`src/rtl/dma_irq_pkg.sv`:
```
package dma_irq_pkg;
  localparam int unsigned NUM_EVT  = 8;
  localparam int unsigned CNT_W    = 3;
  localparam int unsigned CNT_LSB  = 13;
  localparam int unsigned REG_W    = CNT_LSB + CNT_W;
  localparam int unsigned ADDR_W   = 4;

  typedef enum logic [ADDR_W-1:0] {
    OFF_STATUS = 4'h0,
    OFF_UNMASK = 4'h4,
    OFF_MASKSET = 4'h8,
    OFF_MASK   = 4'hC
  } reg_off_e;

  typedef enum int unsigned {
    EV_MEM_DONE  = 0,
    EV_DONE      = 1,
    EV_BUS_ERR   = 2,
    EV_TO_STRM   = 3,
    EV_TO_MEM    = 4,
    EV_THRESH    = 5,
    EV_BAD_ACC   = 6,
    EV_FIFO_OVF  = 7
  } evt_bit_e;
endpackage

```
`src/rtl/irq_flag_bank.sv`:
```
module irq_flag_bank #(
  parameter int unsigned N = 8
) (
  input  logic         clk_i,
  input  logic         rst_ni,
  input  logic [N-1:0] set_i,
  input  logic [N-1:0] clr_i,
  output logic [N-1:0] flag_o
);
  logic [N-1:0] flag_q;

  // set has priority over clear in the same cycle
  always_ff @(posedge clk_i or negedge rst_ni) begin
    if (!rst_ni) flag_q <= '0;
    else         flag_q <= (flag_q & ~clr_i) | set_i;
  end

  assign flag_o = flag_q;

  assert_evt_sets_R4: assert property (@(posedge clk_i) disable iff (!rst_ni)
    (set_i != '0) |=> ((flag_q & $past(set_i)) == $past(set_i)));

  assert_clr_drops_R3: assert property (@(posedge clk_i) disable iff (!rst_ni)
    ((clr_i & ~set_i) != '0) |=> ((flag_q & $past(clr_i & ~set_i)) == '0));

  assert_hold_R3: assert property (@(posedge clk_i) disable iff (!rst_ni)
    1'b1 |=> ((flag_q & $past(flag_q & ~clr_i)) == $past(flag_q & ~clr_i)));
endmodule

```
`src/rtl/irq_mask_reg.sv`:
```
module irq_mask_reg #(
  parameter int unsigned N = 8
) (
  input  logic         clk_i,
  input  logic         rst_ni,
  input  logic [N-1:0] unmask_i,
  input  logic [N-1:0] maskset_i,
  output logic [N-1:0] mask_o
);
  logic [N-1:0] mask_q;

  always_ff @(posedge clk_i or negedge rst_ni) begin
    if (!rst_ni) mask_q <= '1;
    else         mask_q <= (mask_q & ~unmask_i) | maskset_i;
  end

  assign mask_o = mask_q;

  assert_unmask_R5: assert property (@(posedge clk_i) disable iff (!rst_ni)
    ((unmask_i != '0) && (maskset_i == '0)) |=> ((mask_q & $past(unmask_i)) == '0));

  assert_maskset_R6: assert property (@(posedge clk_i) disable iff (!rst_ni)
    (maskset_i != '0) |=> ((mask_q & $past(maskset_i)) == $past(maskset_i)));
endmodule

```
`src/rtl/done_counter.sv`:
```
module done_counter #(
  parameter int unsigned W = 3
) (
  input  logic         clk_i,
  input  logic         rst_ni,
  input  logic         inc_i,
  input  logic         dec_i,
  output logic [W-1:0] cnt_o
);
  logic [W-1:0] cnt_q;

  // natural modulo 2**W wrap
  always_ff @(posedge clk_i or negedge rst_ni) begin
    if (!rst_ni)               cnt_q <= '0;
    else if (inc_i && !dec_i)  cnt_q <= cnt_q + W'(1);
    else if (dec_i && !inc_i)  cnt_q <= cnt_q - W'(1);
  end

  assign cnt_o = cnt_q;

  assert_cnt_up_R8: assert property (@(posedge clk_i) disable iff (!rst_ni)
    (inc_i && !dec_i) |=> (cnt_q == W'($past(cnt_q) + W'(1))));

  assert_cnt_down_R9: assert property (@(posedge clk_i) disable iff (!rst_ni)
    (dec_i && !inc_i) |=> (cnt_q == W'($past(cnt_q) - W'(1))));

  assert_cnt_hold_R9: assert property (@(posedge clk_i) disable iff (!rst_ni)
    (inc_i == dec_i) |=> $stable(cnt_q));
endmodule

```
`src/rtl/dma_irq_ctrl.sv`:
```
module dma_irq_ctrl
  import dma_irq_pkg::*;
(
  input  logic               clk_i,
  input  logic               rst_ni,
  input  logic [NUM_EVT-1:0] evt_i,
  input  logic               we_i,
  input  logic [ADDR_W-1:0]  addr_i,
  input  logic [NUM_EVT-1:0] wdata_i,
  output logic [REG_W-1:0]   rdata_o,
  output logic               irq_o
);
  logic [NUM_EVT-1:0] flag, mask, clr, unmask, maskset;
  logic [CNT_W-1:0]   cnt;
  logic               dec;

  assign clr     = (we_i && addr_i == OFF_STATUS)  ? wdata_i : '0;
  assign unmask  = (we_i && addr_i == OFF_UNMASK)  ? wdata_i : '0;
  assign maskset = (we_i && addr_i == OFF_MASKSET) ? wdata_i : '0;
  // count down only when a set done flag is acknowledged
  assign dec     = clr[EV_DONE] & flag[EV_DONE];

  irq_flag_bank #(.N(NUM_EVT)) u_flags (
    .clk_i(clk_i), .rst_ni(rst_ni), .set_i(evt_i), .clr_i(clr), .flag_o(flag)
  );

  irq_mask_reg #(.N(NUM_EVT)) u_mask (
    .clk_i(clk_i), .rst_ni(rst_ni), .unmask_i(unmask), .maskset_i(maskset),
    .mask_o(mask)
  );

  done_counter #(.W(CNT_W)) u_cnt (
    .clk_i(clk_i), .rst_ni(rst_ni), .inc_i(evt_i[EV_DONE]), .dec_i(dec),
    .cnt_o(cnt)
  );

  always_comb begin
    rdata_o = '0;
    unique case (addr_i)
      OFF_STATUS: begin
        rdata_o[NUM_EVT-1:0]       = flag;
        rdata_o[CNT_LSB +: CNT_W]  = cnt;
      end
      OFF_MASK:   rdata_o[NUM_EVT-1:0] = mask;
      default:    rdata_o = '0;
    endcase
  end

  assign irq_o = |(flag & ~mask);

  assert_masked_quiet_R7: assert property (@(posedge clk_i) disable iff (!rst_ni)
    (mask == '1) |-> !irq_o);

  assert_irq_needs_flag_R7: assert property (@(posedge clk_i) disable iff (!rst_ni)
    irq_o |-> (flag != '0));
endmodule

```
`config.mk`:
```
export PLATFORM = sky130hd
export DESIGN_NAME = dma_irq_ctrl
export DESIGN_NICKNAME = d
export VERILOG_FILES = /design/src/rtl/dma_irq_pkg.sv /design/src/rtl/irq_flag_bank.sv /design/src/rtl/irq_mask_reg.sv /design/src/rtl/done_counter.sv /design/src/rtl/dma_irq_ctrl.sv
export SDC_FILE = /design/constraint.sdc
export NUM_CORES = 1
export LEC_CHECK = 0
export BUFFER_PORTS_ARGS = -buffer_cell sky130_fd_sc_hd__clkbuf_2
export CORE_MARGIN = 2
export CORE_UTILIZATION = 36
export CTS_CLUSTER_SIZE = 8
export DETAILED_ROUTE_END_ITERATION = 8
export PLACE_DENSITY = 0.74
export SLEW_MARGIN = 20
export SYNTH_ARGS = -nofsm -noshare
export SYNTH_HDL_FRONTEND = slang
export SYNTH_SLANG_ARGS = --single-unit
```
`constraint.sdc`:
```
create_clock -name clk_i -period 1.95 [get_ports clk_i]
set_input_delay 0.39 -clock clk_i [delete_from_list [all_inputs] [get_ports clk_i]]
set_output_delay 0.39 -clock clk_i [all_outputs]
set_load 0.03 [all_outputs]
```
==> reports/summary.txt <==
Clock Skew - 0.000750 ns
fin crit share - 1.03
WL final - 2500 um
CP Capture Type - output pin
CP Cell Sequence - o22ai_2 > or4_4 > buf_8
failing checks - setup timing
vias in the first global route - 914
Tot GR Track Use - 0.156
share of cells above drive strength 1 - 0.427
Iteration-0 DRC Markers - 18
status - complete, but fails checks
post-synthesis compound-gate area fraction - 0.211
synthesized area per cell - 10.6 sq um
CP bufs+invs - 1
Die Y - 58.4 um
vias per inst - 5.36
largest net degree at the start of global routing - 20
Worst EP arrival - 1.62 ns
post-synthesis cell area - 1070 sq um
Yosys cell types - 25
min Tclk post-route - 2.01 ns
Synth Instances - 101
TritonRoute pass-1 iters - 4
DRC Markers - 0
Pwr Density - 780 nW/um^2
CP max-delay cell - dfstp_2
cell family with most CP delay - flip-flops
H-Tree Depth - 1
slowest stage delay, CP - 0.56 ns
FFs w/ async S/R, synth - 1.00
reg-to-reg startpoint - u_flags.flag_o[1]
Yosys reg bits - 19
first-pass GRT wire length - 4090 um
Buffers on Ports - 34
initial antenna violation count - 0
global route overflow - 0
root buffer cell - clkbuf_4
cell taking the most area after synthesis - dfrtp_1
largest family of logic cells by synthesized area - compound AO/OA/AOI/OAI gates
Vias - 933
Worst Setup EP - irq_o
# rows - 19
clk_lat worst skew - 0.29 ns
CTS tree - built
Setup Viol. Count Final - 1
critical path type - reg2out
Reg clk slew, reported paths - 0.10 ns
CTS sink cnt - 19
Hold-fix buffers, CTS - 0
Simple-Gate Fraction of Synth Area - 0.165
Adder-Cell Fraction of Synth Area - 0.0305
Final HPWL DP - 1850 um
synthesis-to-layout area growth - 26.3%
die extent in x - 58.4 um
RR Endpoint - u_cnt.cnt_o[2]
CTS Buffer Depth - 2
Inserted Diodes - 0
FMAX - 498 MHz
total power - 1.05 mW
RSZ-0062 raised after global routing - true
Final WS setup - -0.0580 ns
max-capacitance violation count - 0
Crit path required time - 1.56 ns
leak pwr - 0.676 nW
Worst Setup Slack post-DPL - 0.0531 ns
TNS Setup - -0.0580 ns
post-synthesis mux area share - 0.0106
Core Footprint - 2780 sq um
part of the Yosys area used for sequential elements - 0.455
synth cell count leaders - a22o_1, nand3_1, dfrtp_1
synthesis warning total - 0
Final Max Slew Viols - 0
Post-DP Area - 1250 sq um
Post-Synth XOR/XNOR Area - 0.0246
crit-path max FO - 2
full die area - 3410 sq um
most used flip-flop cell after synthesis - dfrtp_1
Post-synth EDFFs - 0
WL/cell - 14.4 um
Hold/Removal Path Class - in2async
Worst VDD drop - 0.000408 V
Synth top area share - 0.258
R2R cell count - 7
synth top area cells - dfrtp_1, dfstp_2, a22o_1
Layout Nets - 169
Reg2Reg Setup Slack - 0.37 ns
placer's final routability congestion estimate - 0.774
final hold vios - 0
Worst setup SP type - flop
fin util - 0.484
Routed Antenna Nets - 0
Levels on crit path - 3
Critical Path Source - u_mask.mask_o[5]
CTS Buf Count - 3
post-route cell area - 1350 sq um
I/O pins - 40
Starting Density - 0.383
[layout by cell type, fill, tap and decap left out]
cell and n:
xnor2_1 1, nand3_1 16, nor3_4 1, fa_1 1, dfstp_2 8, nor2_1 1
nor4_1 1, dfrtp_1 11, o22ai_1 2, buf_4 10, xor2_1 2, clkbuf_1 1
and2_1 4, nor3b_4 1, ha_1 1, buf_8 1, inv_1 9, o22ai_2 2
nor2b_1 1, or4_4 1, and3_1 1, clkbuf_2 33, mux2_2 1, a21o_1 8
nand4_1 1, a22o_1 16, conb_1 5, clkbuf_4 3
[how the worst min path moves through the flow]
| stage | depth (start not counted) | slack [ns] | endpoint | start |
|---|---|---|---|---|
| floorplan | 0 | 0.09 | u_cnt.cnt_o[0] | rst_ni |
| global placement | 1 | 0.36 | u_flags.flag_o[2] | rst_ni |
| detailed placement | 1 | 0.37 | u_flags.flag_o[2] | rst_ni |
| CTS | 1 | 0.04 | u_flags.flag_o[2] | rst_ni |
| global route | 1 | 0.05 | u_flags.flag_o[4] | rst_ni |
| finish | 1 | 0.03 | u_flags.flag_o[2] | rst_ni |
[layout make-up]
cell class | count | area (sq um)
flip-flops and latches | 19 | 485
clock buffers | 4 | 26.3
multi-input cells | 67 | 507
fillers | 270 | 1440
well taps | 31 | 38.8
repair buffers | 44 | 255
inverters | 9 | 33.8
[metrics by stage]
| stage | hold WS, ns | instances |
|---|---|---|
| final | 0.0338 | 174 |
| after global routing | 0.0451 | 174 |
| after CTS | 0.0395 | 174 |
| after detailed placement | 0.369 | 164 |
| after global placement | 0.363 | 164 |
| after floorplan | 0.0944 | 105 |
[metal layers]
metal,track usage,up-vias,routed length [um]
met2,0.294,22,1380
met3,0.0352,4,100
met5,0,-,0
met1,0.175,467,999
met4,0.0399,0,21
li1,-,440,-
[state kept, by name, summed over array words and instances, names as in the netlist]
signal          flops
u_mask.mask_o       8
u_cnt.cnt_o         3
u_flags.flag_o      8
[report_power, final]
| part | switching [mW] | internal (mW) |
|---|---|---|
| sequential | 0.0588 | 0.497 |
| combinational | 0.142 | 0.158 |
| clock | 0.115 | 0.0795 |
| total | 0.315 | 0.734 |
[repair_timing]
action / in CTS / in global routing
buffers inserted: 6 / 0
gates resized for setup: 4 / 2
endpoints found under the setup margin: 1 / 1
pin swaps: 1 / 0
[logic make-up after synthesis]
family	count (synthesis)
multiplexers	1
adder cells (fa/ha/maj)	2
other	1
XOR/XNOR	3
AO/OA/AOI/OAI	28
flip-flops	19
AND/OR/NAND/NOR	28
buffers and inverters	19
(Power assumes the default switching activity.)
